$ cat config.mk
export PLATFORM = sky130hd
export DESIGN_NAME = core_status_reg
export DESIGN_NICKNAME = d
export VERILOG_FILES = /design/src/rtl/status_pkg.sv /design/src/rtl/status_arith_flags.sv /design/src/rtl/status_wake_cause.sv /design/src/rtl/status_page_sel.sv /design/src/rtl/core_status_reg.sv
export SDC_FILE = /design/constraint.sdc
export NUM_CORES = 1
export LEC_CHECK = 0
export ABC_CLOCK_PERIOD_IN_PS = 1300
export BUFFER_PORTS_ARGS = -buffer_cell sky130_fd_sc_hd__buf_4
export CAP_MARGIN = 20
export CORE_MARGIN = 5
export CORE_UTILIZATION = 30
export CTS_BUF_LIST = sky130_fd_sc_hd__clkbuf_4 sky130_fd_sc_hd__clkbuf_8 sky130_fd_sc_hd__clkbuf_16
export CTS_CLUSTER_DIAMETER = 150
export DETAILED_ROUTE_END_ITERATION = 16
export PLACE_DENSITY = 0.68
export SYNTH_ARGS = -nofsm -noshare
export SYNTH_HDL_FRONTEND = slang
export SYNTH_SLANG_ARGS = --single-unit
export TNS_END_PERCENT = 100
$ cat constraint.sdc
create_clock -name clk -period 1.3 [get_ports clk]
set_input_delay 0.13 -clock clk [delete_from_list [all_inputs] [get_ports clk]]
set_output_delay 0.13 -clock clk [all_outputs]
set_load 0.1 [all_outputs]
$ cat src/rtl/status_pkg.sv
package status_pkg;
   // bit positions of the status byte; firmware and the register-file decoder rely on them
   localparam int FLAG_N     = 3;
   localparam int CARRY_BIT  = 0;
   localparam int HCARRY_BIT = 1;
   localparam int ZERO_BIT   = 2;
   localparam int PD_BIT     = 3;
   localparam int TO_BIT     = 4;
   localparam int CPAGE_BIT  = 5;
   localparam int RPAGE_LSB  = 6;

   typedef struct packed {
      logic sleep;
      logic wdt_clr;
      logic wdt_to;
   } wake_evt_t;
endpackage

$ cat src/rtl/status_arith_flags.sv
module status_arith_flags #(
   parameter int NFLAG      = 3,
   parameter bit PIN_CLEARS = 1'b1
) (
   input  logic             clk,
   input  logic             por_n,
   input  logic             pin_rst_n,
   input  logic             sw_we,
   input  logic [NFLAG-1:0] sw_flags,
   input  logic [NFLAG-1:0] alu_we,
   input  logic [NFLAG-1:0] alu_flags,
   output logic [NFLAG-1:0] flags_q
);
   for (genvar i = 0; i < NFLAG; i++) begin : g_bit
      logic q;
      logic nxt;

      // ALU enable is applied last so it overrides a software write
      always_comb begin
         nxt = q;
         if (sw_we)     nxt = sw_flags[i];
         if (alu_we[i]) nxt = alu_flags[i];
      end

      if (PIN_CLEARS) begin : g_clr
         always_ff @(posedge clk or negedge por_n) begin
            if (!por_n)          q <= 1'b0;
            else if (!pin_rst_n) q <= 1'b0;
            else                 q <= nxt;
         end
      end else begin : g_hold
         always_ff @(posedge clk or negedge por_n) begin
            if (!por_n)         q <= 1'b0;
            else if (pin_rst_n) q <= nxt;
         end
      end

      assign flags_q[i] = q;
   end
endmodule

$ cat src/rtl/status_wake_cause.sv
module status_wake_cause
   import status_pkg::*;
(
   input  logic      clk,
   input  logic      por_n,
   input  logic      pin_rst_n,
   input  wake_evt_t evt,
   output logic      to_q,
   output logic      pd_q
);
   logic to_nxt;
   logic pd_nxt;

   always_comb begin
      to_nxt = to_q;
      if (evt.sleep || evt.wdt_clr) to_nxt = 1'b1;
      if (evt.wdt_to)               to_nxt = 1'b0;
      pd_nxt = pd_q;
      if (evt.wdt_clr)              pd_nxt = 1'b1;
      if (evt.sleep)                pd_nxt = 1'b0;
   end

   // a pin reset freezes the cause bits; only power-on forces them
   always_ff @(posedge clk or negedge por_n) begin
      if (!por_n) begin
         to_q <= 1'b1;
         pd_q <= 1'b1;
      end else if (pin_rst_n) begin
         to_q <= to_nxt;
         pd_q <= pd_nxt;
      end
   end
endmodule

$ cat src/rtl/status_page_sel.sv
module status_page_sel #(
   parameter int RPAGE_W = 2
) (
   input  logic               clk,
   input  logic               por_n,
   input  logic               pin_rst_n,
   input  logic               sw_we,
   input  logic               sw_cpage,
   input  logic [RPAGE_W-1:0] sw_rpage,
   output logic               cpage_q,
   output logic [RPAGE_W-1:0] rpage_q
);
   always_ff @(posedge clk or negedge por_n) begin
      if (!por_n) begin
         cpage_q <= 1'b0;
         rpage_q <= '0;
      end else if (!pin_rst_n) begin
         cpage_q <= 1'b0;
         rpage_q <= '0;
      end else if (sw_we) begin
         cpage_q <= sw_cpage;
         rpage_q <= sw_rpage;
      end
   end
endmodule

$ cat src/rtl/core_status_reg.sv
module core_status_reg
   import status_pkg::*;
#(
   parameter int DATA_W      = 8,
   parameter int RPAGE_W     = 2,
   parameter bit PIN_CLR_ALU = 1'b1
) (
   input  logic               clk,
   input  logic               por_n,
   input  logic               pin_rst_n,
   input  logic               sleep_i,
   input  logic               wdt_clr_i,
   input  logic               wdt_to_i,
   input  logic               sw_we_i,
   input  logic [DATA_W-1:0]  sw_wdata_i,
   input  logic [FLAG_N-1:0]  alu_we_i,
   input  logic [FLAG_N-1:0]  alu_flags_i,
   output logic [DATA_W-1:0]  status_o,
   output logic [RPAGE_W-1:0] rpage_o,
   output logic               cpage_o
);
   localparam int LAYOUT_W = RPAGE_LSB + RPAGE_W;

   if (DATA_W != LAYOUT_W) begin : g_bad_width
      $error("core_status_reg: DATA_W must equal RPAGE_LSB + RPAGE_W");
   end
   if (RPAGE_W < 1) begin : g_bad_rpage
      $error("core_status_reg: RPAGE_W must be at least 1");
   end

   logic [FLAG_N-1:0]  flags_q;
   logic               to_q;
   logic               pd_q;
   logic               cpage_q;
   logic [RPAGE_W-1:0] rpage_q;
   wake_evt_t          evt;
   logic               unused_cause_wdata;

   assign evt.sleep   = sleep_i;
   assign evt.wdt_clr = wdt_clr_i;
   assign evt.wdt_to  = wdt_to_i;
   assign unused_cause_wdata = ^sw_wdata_i[TO_BIT:PD_BIT];

   status_arith_flags #(.NFLAG(FLAG_N), .PIN_CLEARS(PIN_CLR_ALU)) u_flags (
      .clk       (clk),
      .por_n     (por_n),
      .pin_rst_n (pin_rst_n),
      .sw_we     (sw_we_i),
      .sw_flags  (sw_wdata_i[FLAG_N-1:0]),
      .alu_we    (alu_we_i),
      .alu_flags (alu_flags_i),
      .flags_q   (flags_q)
   );

   status_wake_cause u_cause (
      .clk       (clk),
      .por_n     (por_n),
      .pin_rst_n (pin_rst_n),
      .evt       (evt),
      .to_q      (to_q),
      .pd_q      (pd_q)
   );

   status_page_sel #(.RPAGE_W(RPAGE_W)) u_page (
      .clk       (clk),
      .por_n     (por_n),
      .pin_rst_n (pin_rst_n),
      .sw_we     (sw_we_i),
      .sw_cpage  (sw_wdata_i[CPAGE_BIT]),
      .sw_rpage  (sw_wdata_i[RPAGE_LSB +: RPAGE_W]),
      .cpage_q   (cpage_q),
      .rpage_q   (rpage_q)
   );

   assign status_o[FLAG_N-1:0]            = flags_q;
   assign status_o[PD_BIT]                = pd_q;
   assign status_o[TO_BIT]                = to_q;
   assign status_o[CPAGE_BIT]             = cpage_q;
   assign status_o[RPAGE_LSB +: RPAGE_W]  = rpage_q;
   assign rpage_o                         = rpage_q;
   assign cpage_o                         = cpage_q;
endmodule

==> impl_results.md, run 1 <==
- Worst-case clock buffer depth: 2
- Critical path cell sequence: buf_4
- Peak Freq: between 800 and 900 MHz
- Worst path top cell family by delay: flip-flops
- Max Slew Vio Count: 0
- First-pass GRT wire length: 1540 um
- Avg WL per Cell: 12.0 um
- Final period util: 0.913
- Most common cell after layout, fill and taps aside: buf_4
- Die width: 48.6 um
- Total global routing overflow: 0
- Vias in the first global route: 360
- Crit end category: output port
- DRT antenna net count: 0
- WL final: about 940 um
- RSZ-0062 raised after global routing: false
- Multi-input gate area: roughly 170 um^2
- Status: complete, no violations
- Detailed Route Iter0 Violations: 1
- Full die area: 2370 um^2
- Core area: 1450 um^2
- Rel. slew slack: 0.814
- Initial Utilization: 0.308
- Synthesized area: ~450 um^2
- Combinational Power Share: 0.386
- Synthesized area per cell: between 10 and 15 um^2
- Max-cap violations: 0
- CTS tree: done
- Switching Fraction: 0.389
- Static Leakage: between 0.3 and 0.4 nW
- Area growth, synth to finish: 45.8%
- Gates resized, CTS repair: 0
- GPL Wtd Cong: between 0.6 and 0.7
- Pwr Total: around 0.83 mW
- Critical setup path kind: flop to output port
- Hold Slack: 25.1 ps
- Seq/Total Area, Yosys: 0.453
- Worst-path fanout max: 2
- Antenna Cells: 0
- Setup TNS: 0 ps
- Minimum clock period: approximately 1200 ps
- Critical Path AT: about 1100 ps
- Mapped Cells: 38
- Pwr per Cell Area: roughly 1300 nW/um^2
- All-Layer GR Usage: 0.0822
- Setup repair bufs after CTS: 0
- Die span in y: 48.6 um
- Synth Net Count: just under 60
- Required time of the critical path: 1170 ps
- Port buffer count: 29
- Maximum VDD drop: slightly below 0.6 mV
- Root buf cell: clkbuf_4
- Switching pwr: approximately 0.32 mW
- DR vias: 352
- Sink Count: 8
- Post-CTS Hold Fix Bufs: 1
- Commonest non-fill, non-tap cells in the layout: 29 x buf_4, 4 x clkbuf_4
- Slowest library cell on the worst path: dfstp_2
- Clk slew on worst S/H paths: ~50 ps
- Filler cells: between 150 and 200
- Hold Vio Cnt, Final: 0
- Synth Register Bits: 8
- Count of cell types in the netlist: 14
- # DRC: 0
- Warnings, synthesis: 0
- Layout cells sized above 1: 0.661
- Clock Skew: 0 ps
- CTS HTree Levels: 1
- 1st-pass router iterations: 2
- IO Pins: 32
- Clock power frac: 0.272
- Placed cell count: 73
- Hold Path Class: input port to flop
- Max incr delay on CP: about 530 ps
- FP Rows: 14
- Layout net count: 84
- Initial antenna violation count: 0
- Worst path buffer plus inverter count: 1
- Final setup viols: 0
- Reg area: a little over 200 um^2
- Int Power: roughly 0.51 mW
- Finished Layout Cells: 78
- Seq pwr share: 0.342
- Clock buffer count from CTS: 3
- Largest net degree at the start of global routing: 11
- Latest clock arrival within the worst-skew pair: approximately 250 ps
- Startpoint Class: flop
- Vias per cell: ~4.5
- Actual slew at the worst max-slew pin: 281 ps
[synth_stat cells, drive strengths merged]
| cell type | instances | area (um^2) |
|---|---|---|
| a21oi | 2 | 10.0 |
| a22oi | 1 | 7.51 |
| buf | 10 | 76.3 |
| dfrtp | 6 | 150 |
| dfstp | 2 | 52.6 |
| inv | 1 | 3.75 |
| mux2 | 3 | 45.0 |
| mux2i | 3 | 30.0 |
| nand2b | 3 | 18.8 |
| nor2b | 3 | 18.8 |
| o211a | 3 | 30.0 |
| o21ai | 1 | 5.00 |
[worst reg2reg max path, delay by kind of cell (launching register included)]
kind,cells,cell delay [ps]
flip-flops,1,380
multiplexers,1,270
AO/OA/AOI/OAI,1,200
[logic make-up after synthesis]
group | count (synthesis) | share of synthesized area
buffers and inverters | 11 | 0.179
AOI/OAI and AO/OA | 7 | 0.117
DFF | 8 | 0.453
muxes | 6 | 0.168
and+or+nand+nor | 6 | 0.0838
[metrics by stage]
stage | instance area (um^2) | util | worst slack [ps]
2_1_floorplan | 452 | - | 124
3_3_place_gp | 613 | 0.422 | 356
3_5_place_dp | 613 | 0.422 | 359
4_1_cts | 653 | 0.449 | 101
5_1_grt | 653 | 0.449 | 78.8
6_report | 653 | 0.449 | 113
[worst paths after layout]
| path | slack [ps] | start | endpoint | depth (start not counted) |
|---|---|---|---|---|
| max in group asynchronous | 860 | por_n | u_cause.to_q | 2 |
| min in group asynchronous | 230 | por_n | u_flags.g_bit[2].q | 2 |
| min reg2reg | 470 | u_cause.to_q | u_cause.to_q | 2 |
| max | 110 | u_cause.pd_q | status_o[3] | 1 |
| min | 30 | sleep_i | u_cause.pd_q | 2 |
| max reg2reg | 350 | u_flags.g_bit[0].q | u_flags.g_bit[0].q | 2 |
[area by class of cell]
| cell class | count | area share |
|---|---|---|
| inverter | 1 | 0.00575 |
| tap | 16 | 0.0307 |
| clock buffer | 4 | 0.0460 |
| sequential | 8 | 0.316 |
| multi-input combinational | 19 | 0.253 |
| timing repair buffer | 30 | 0.349 |
[state kept, by name, indices dropped and copies added (netlist names)]
signal           cells
u_flags.g_bit.q      3
u_cause.to_q         1
u_cause.pd_q         1
u_page.cpage_q       1
u_page.rpage_q       2
[power by group through the flow]
stage                     logic, mW  clock network [mW]  registers, mW
final                         0.322               0.226          0.285
after CTS                     0.326               0.238          0.286
after detailed placement      0.323                   0          0.289
after global routing          0.337               0.251          0.288
after floorplan               0.222                   0          0.326
after global placement        0.320                   0          0.289
[routing by layer]
metal	track usage	routed length, um	share of wire
met5	0	0	0
met4	0.0404	8	0.0085
met3	0.0368	127	0.14
met2	0.130	438	0.47
met1	0.0925	363	0.39
(Power assumes the default switching activity.)
==> run 2: changes to the inputs <==
--- a/config.mk
+++ b/config.mk
@@ -6,14 +6,14 @@
 export NUM_CORES = 1
 export LEC_CHECK = 0
 export ABC_CLOCK_PERIOD_IN_PS = 1300
-export BUFFER_PORTS_ARGS = -buffer_cell sky130_fd_sc_hd__buf_4
 export CAP_MARGIN = 20
 export CORE_MARGIN = 5
 export CORE_UTILIZATION = 30
 export CTS_BUF_LIST = sky130_fd_sc_hd__clkbuf_4 sky130_fd_sc_hd__clkbuf_8 sky130_fd_sc_hd__clkbuf_16
 export CTS_CLUSTER_DIAMETER = 150
 export DETAILED_ROUTE_END_ITERATION = 16
-export PLACE_DENSITY = 0.68
+export DONT_BUFFER_PORTS = 1
+export PLACE_DENSITY = 0.5
 export SYNTH_ARGS = -nofsm -noshare
 export SYNTH_HDL_FRONTEND = slang
 export SYNTH_SLANG_ARGS = --single-unit
==> run 2 against run 1 <==
Effect of this change:
- core utilization decreased by 3.8 points
- non-clock buffer count decreased by 17
- first-iteration DRC count decreased by 100%
- maximum frequency increased by 7.3%
- sequential cell count unchanged
- die area unchanged
- critical endpoint unchanged
==> impl_results.md, run 2 (synthesized netlist as in run 1, its figures left out) <==
- Status: complete, no violations
- Critical setup path kind: flop to output port
- Worst-case clock buffer depth: 2
- Final period util: 0.851
- Max incr delay on CP: ~550 ps
- Critical Path AT: about 980 ps
- Slowest library cell on the worst path: dfstp_2
- Peak Freq: ~900 MHz
- Initial Utilization: 0.308
- Startpoint Class: flop
- Full die area: roughly 2400 um^2
- Avg WL per Cell: ~15 um
- Setup slack after layout: a little under 200 ps
- First-pass GRT wire length: ~1500 um
- Largest registers in the final layout: u_flags.g_bit.q (3), u_page.rpage_q (2)
- Detailed Route Iter0 Violations: 0
- Commonest non-fill, non-tap cells in the layout: 5 x dlygate4sd3_1, 5 x buf_12, 4 x clkbuf_4
- Initial antenna violation count: 0
- Hold Vio Cnt, Final: 0
- Sink Count: 8
- Latest clock arrival within the worst-skew pair: ~240 ps
- Final setup viols: 0
- Pwr per Cell Area: approximately 1400 nW/um^2
- Clock Skew: 0 ps
- Finished Layout Cells: 61
- All-Layer GR Usage: 0.0824
- Area growth, synth to finish: 33.5%
- Max Slew Vio Count: 0
- Crit end category: output port
- CTS HTree Levels: 1
- Max FFs per register: 3
- Antenna Cells: 0
- Gates resized, CTS repair: 0
- Max-cap violations: 0
- Worst-path fanout max: 2
- Die span in y: 48.6 um
- DR vias: around 280
- GPL Wtd Cong: 0.747
- Total global routing overflow: 0
- WL final: roughly 940 um
- CTS tree: done
- IO Pins: 32
- Die width: 48.6 um
- Largest net degree at the start of global routing: 9
- Core area: approximately 1500 um^2
- Static Leakage: 0.292 nW
- FP Rows: 14
- Hold Path Class: input port to flop
- Required time of the critical path: roughly 1200 ps
- Port buffer count: 0
- Layout cells sized above 1: 0.444
- Clock buffer count from CTS: 3
- Placed cell count: 52
- Vias per cell: 4.64
- Placement Setup Slack: roughly 340 ps
- RSZ-0062 raised after global routing: false
- Minimum clock period: ~1100 ps
- Root buf cell: clkbuf_4
- Layout net count: 67
- Vias in the first global route: between 300 and 400
- DRT antenna net count: 0
- 1st-pass router iterations: 1
- Critical path cell sequence: buf_12
- Actual slew at the worst max-slew pin: 366 ps
- Setup TNS: 0 ps
- Most flop-heavy register: u_flags.g_bit.q
- Maximum VDD drop: between 0.7 and 0.8 mV
- R2R setup slack: ~340 ps
- Rel. slew slack: 0.755
- Clk slew on worst S/H paths: about 50 ps
- Worst path buffer plus inverter count: 1
- # DRC: 0
- Worst path top cell family by delay: flip-flops
[run 2: power by group]
| part | switching, mW | total, mW | internal (mW) |
|---|---|---|---|
| clock | 0.0820 | 0.220 | 0.138 |
| combinational | 0.213 | 0.310 | 0.0971 |
| sequential | 0.0165 | 0.291 | 0.275 |
| total | 0.311 | 0.821 | 0.510 |
[run 2: path summary, 6_finish.rpt]
path / end / start / cells after the start
setup reg to reg: u_flags.g_bit[0].q / u_flags.g_bit[0].q / 2
hold reg to reg: u_cause.to_q / u_cause.to_q / 2
min in group asynchronous: u_flags.g_bit[2].q / por_n / 1
setup / recovery: status_o[3] / u_cause.pd_q / 1
hold / removal: u_cause.to_q / pin_rst_n / 2
max in group asynchronous: u_cause.to_q / por_n / 1
[run 2: final cells by class]
cell class / instances / area, um^2
clock buffers: 4 / 30.0
well taps: 16 / 20.0
repair buffers: 13 / 173
multi-input cells: 19 / 165
flip-flops and latches: 8 / 206
fillers: 137 / 856
inverters: 1 / 3.75
[run 2: through the flow]
stage	hold WS (ps)	utilization	total power, mW	instance area, um^2
final	5.29	0.411	0.821	598
after global routing	6.37	0.411	0.858	598
after CTS	1.07	0.404	0.834	588
after detailed placement	-165	0.356	0.590	518
after global placement	-165	0.356	0.587	518
after floorplan	-166	-	0.548	452
[run 2: metal layers]
layer  GRT usage  vias to the layer above  wire, um
met5           0                        -         0
met3      0.0429                        0       111
met4      0.0404                        0         0
li1            -                      137         -
met1      0.0797                      129       312
met2       0.141                       17       520
[run 2: what timing repair did]
action                                 4_1_cts  5_1_grt
endpoints found under the hold margin       12        1
setup buffers                                0        0
hold buffers                                 4        1
==> run 3: changes to the inputs <==
--- a/config.mk
+++ b/config.mk
@@ -9,11 +9,11 @@
 export CAP_MARGIN = 20
 export CORE_MARGIN = 5
 export CORE_UTILIZATION = 30
-export CTS_BUF_LIST = sky130_fd_sc_hd__clkbuf_4 sky130_fd_sc_hd__clkbuf_8 sky130_fd_sc_hd__clkbuf_16
 export CTS_CLUSTER_DIAMETER = 150
 export DETAILED_ROUTE_END_ITERATION = 16
 export DONT_BUFFER_PORTS = 1
 export PLACE_DENSITY = 0.5
+export SKIP_CTS_REPAIR_TIMING = 1
 export SYNTH_ARGS = -nofsm -noshare
 export SYNTH_HDL_FRONTEND = slang
 export SYNTH_SLANG_ARGS = --single-unit
==> run 3 against run 2 <==
Effect of this change:
- die area unchanged
- sequential cell count stayed put
- sequential power about the same
- core utilization down 0.95 points
- clock power decreased by 10%
- total power fell by 2.9%
- global-route usage is 0.13 points lower
- via count down 1.1%
- setup slack about the same
- register-to-register slack hardly changed
- clock skew unchanged
- largest cell class unchanged
- largest power group unchanged
- highest routed layer unchanged
==> impl_results.md, run 3 (synthesized netlist as in run 1, its figures left out) <==
- Vias per cell: 4.67
- Crit end category: output port
- Layout cells sized above 1: 0.432
- Detailed Route Iter0 Violations: 1
- First-pass GRT wire length: between 1000 and 1500 um
- Largest net degree at the start of global routing: 11
- Critical path cell sequence: buf_12
- Most common cell after layout, fill and taps aside: buf_12
- Dpl cell area: ~520 um^2
- Switching Fraction: 0.389
- Root buf cell: clkbuf_4
- Hold Vio Cnt, Final: 0
- Sink Count: 8
- Setup TNS: 0 ps
- CTS HTree Levels: 1
- Initial antenna violation count: 0
- Latest clock arrival within the worst-skew pair: 240 ps
- 1st-pass router iterations: 2
- WL met1: 298 um
- Seq pwr share: 0.365
- Worst r2r path cells: 2
- Pwr per Cell Area: ~1400 nW/um^2
- Highest metal used: met3
- Final Instance Area: between 500 and 600 um^2
- Total global routing overflow: 0
- Max Slew Vio Count: 0
- Max-cap violations: 0
- Most flop-heavy register: u_flags.g_bit.q
- Max incr delay on CP: around 550 ps
- Rel. slew slack: 0.754
- Die width: 48.6 um
- Status: complete, no violations
- Hold Path Class: input port to flop
- Required time of the critical path: around 1200 ps
- Startpoint Class: flop
- Initial Utilization: 0.308
- Met2 wire length: between 500 and 600 um
- Worst-case clock buffer depth: 2
- GPL Wtd Cong: approximately 0.75
- Worst-path fanout max: 2
- Antenna Cells: 0
- Combinational Power Share: 0.386
- Avg WL per Cell: roughly 15 um
- Clock Skew: 0 ps
- Core area: around 1500 um^2
- Layout net count: 66
- Commonest non-fill, non-tap cells in the layout: 5 x buf_12, 4 x dlygate4sd3_1
- Clock buffer count from CTS: 3
- WP depth: 1
- Switching pwr: 0.310 mW
- Minimum clock period: 1110 ps
- # DRC: 0
- Hold path cells: 2
- CTS tree: done
- Full die area: ~2400 um^2
- Critical Path AT: 980 ps
- DR vias: 280
- Int Power: between 0.4 and 0.5 mW
- WL final: approximately 910 um
- Filler cells: approximately 140
- IO Pins: 32
- Max FFs per register: 3
- RSZ-0062 raised after global routing: false
- Routed wl met3: ~110 um
- FP Rows: 14
- Actual slew at the worst max-slew pin: 367 ps
- Port buffer count: 0
- Worst path buffer plus inverter count: 1
- Critical setup path kind: flop to output port
- Area growth, synth to finish: 30.4%
- Static Leakage: between 0.2 and 0.3 nW
- Worst path top cell family by delay: flip-flops
- Largest registers in the final layout: u_flags.g_bit.q (3), u_page.rpage_q (2)
- Clock power frac: 0.249
- All-Layer GR Usage: 0.0811
- Maximum VDD drop: between 0.7 and 0.8 mV
- DRT antenna net count: 0
- Final period util: 0.851
- Vias in the first global route: 339
- Slowest library cell on the worst path: dfstp_2
- Clk slew on worst S/H paths: around 50 ps
- Final setup viols: 0
- Die span in y: around 49 um
- Peak Freq: about 900 MHz
==> run 3: changes by cell type in the layout (fill, tap and decap cells not counted) <==
cell | previous run | this run
dlygate4sd3_1 | 5 | 4
clkbuf_1 | 0 | 1
clkbuf_4 | 4 | 3
==> run 3: power by group through the flow <==
stage,clock [mW],combinational [mW],sequential (mW)
6_report,0.198,0.308,0.291
5_1_grt,0.226,0.316,0.294
4_1_cts,0.210,0.294,0.292
3_5_place_dp,0,0.294,0.296
3_3_place_gp,0,0.292,0.295
2_1_floorplan,0,0.222,0.326
==> run 3: final timing paths <==
check                      slack (ps)            endpoint               start
max                               190         status_o[3]        u_cause.pd_q
min                                 6        u_cause.to_q           pin_rst_n
max reg2reg                       340  u_flags.g_bit[0].q  u_flags.g_bit[0].q
min reg2reg                       490        u_cause.to_q        u_cause.to_q
max in group asynchronous         760        u_cause.to_q               por_n
min in group asynchronous         230  u_flags.g_bit[2].q               por_n
==> run 3: layout make-up <==
type,instances,area (um^2),area share
Multi-Input combinational cell,19,165,0.283
Inverter,1,3.75,0.00642
Sequential cell,8,206,0.353
Timing Repair Buffer,12,163,0.278
Clock buffer,4,26.3,0.0450
Tap cell,16,20.0,0.0343
==> run 3: routing by layer <==
layer  vias up  track usage
met4         0       0.0538
met3         0       0.0429
met1       129       0.0835
met2        17        0.126
li1        134            -
met5         -            0
==> run 3: stage by stage <==
stage / power, mW / setup WS [ps] / instances / hold slack [ps] / utilization
2_1_floorplan: 0.548 / 124 / 38 / -166 / -
3_3_place_gp: 0.587 / 367 / 52 / -165 / 0.356
3_5_place_dp: 0.590 / 345 / 52 / -165 / 0.356
4_1_cts: 0.796 / 181 / 56 / -439 / 0.374
5_1_grt: 0.835 / 154 / 60 / 5.34 / 0.402
6_report: 0.797 / 194 / 60 / 5.53 / 0.402
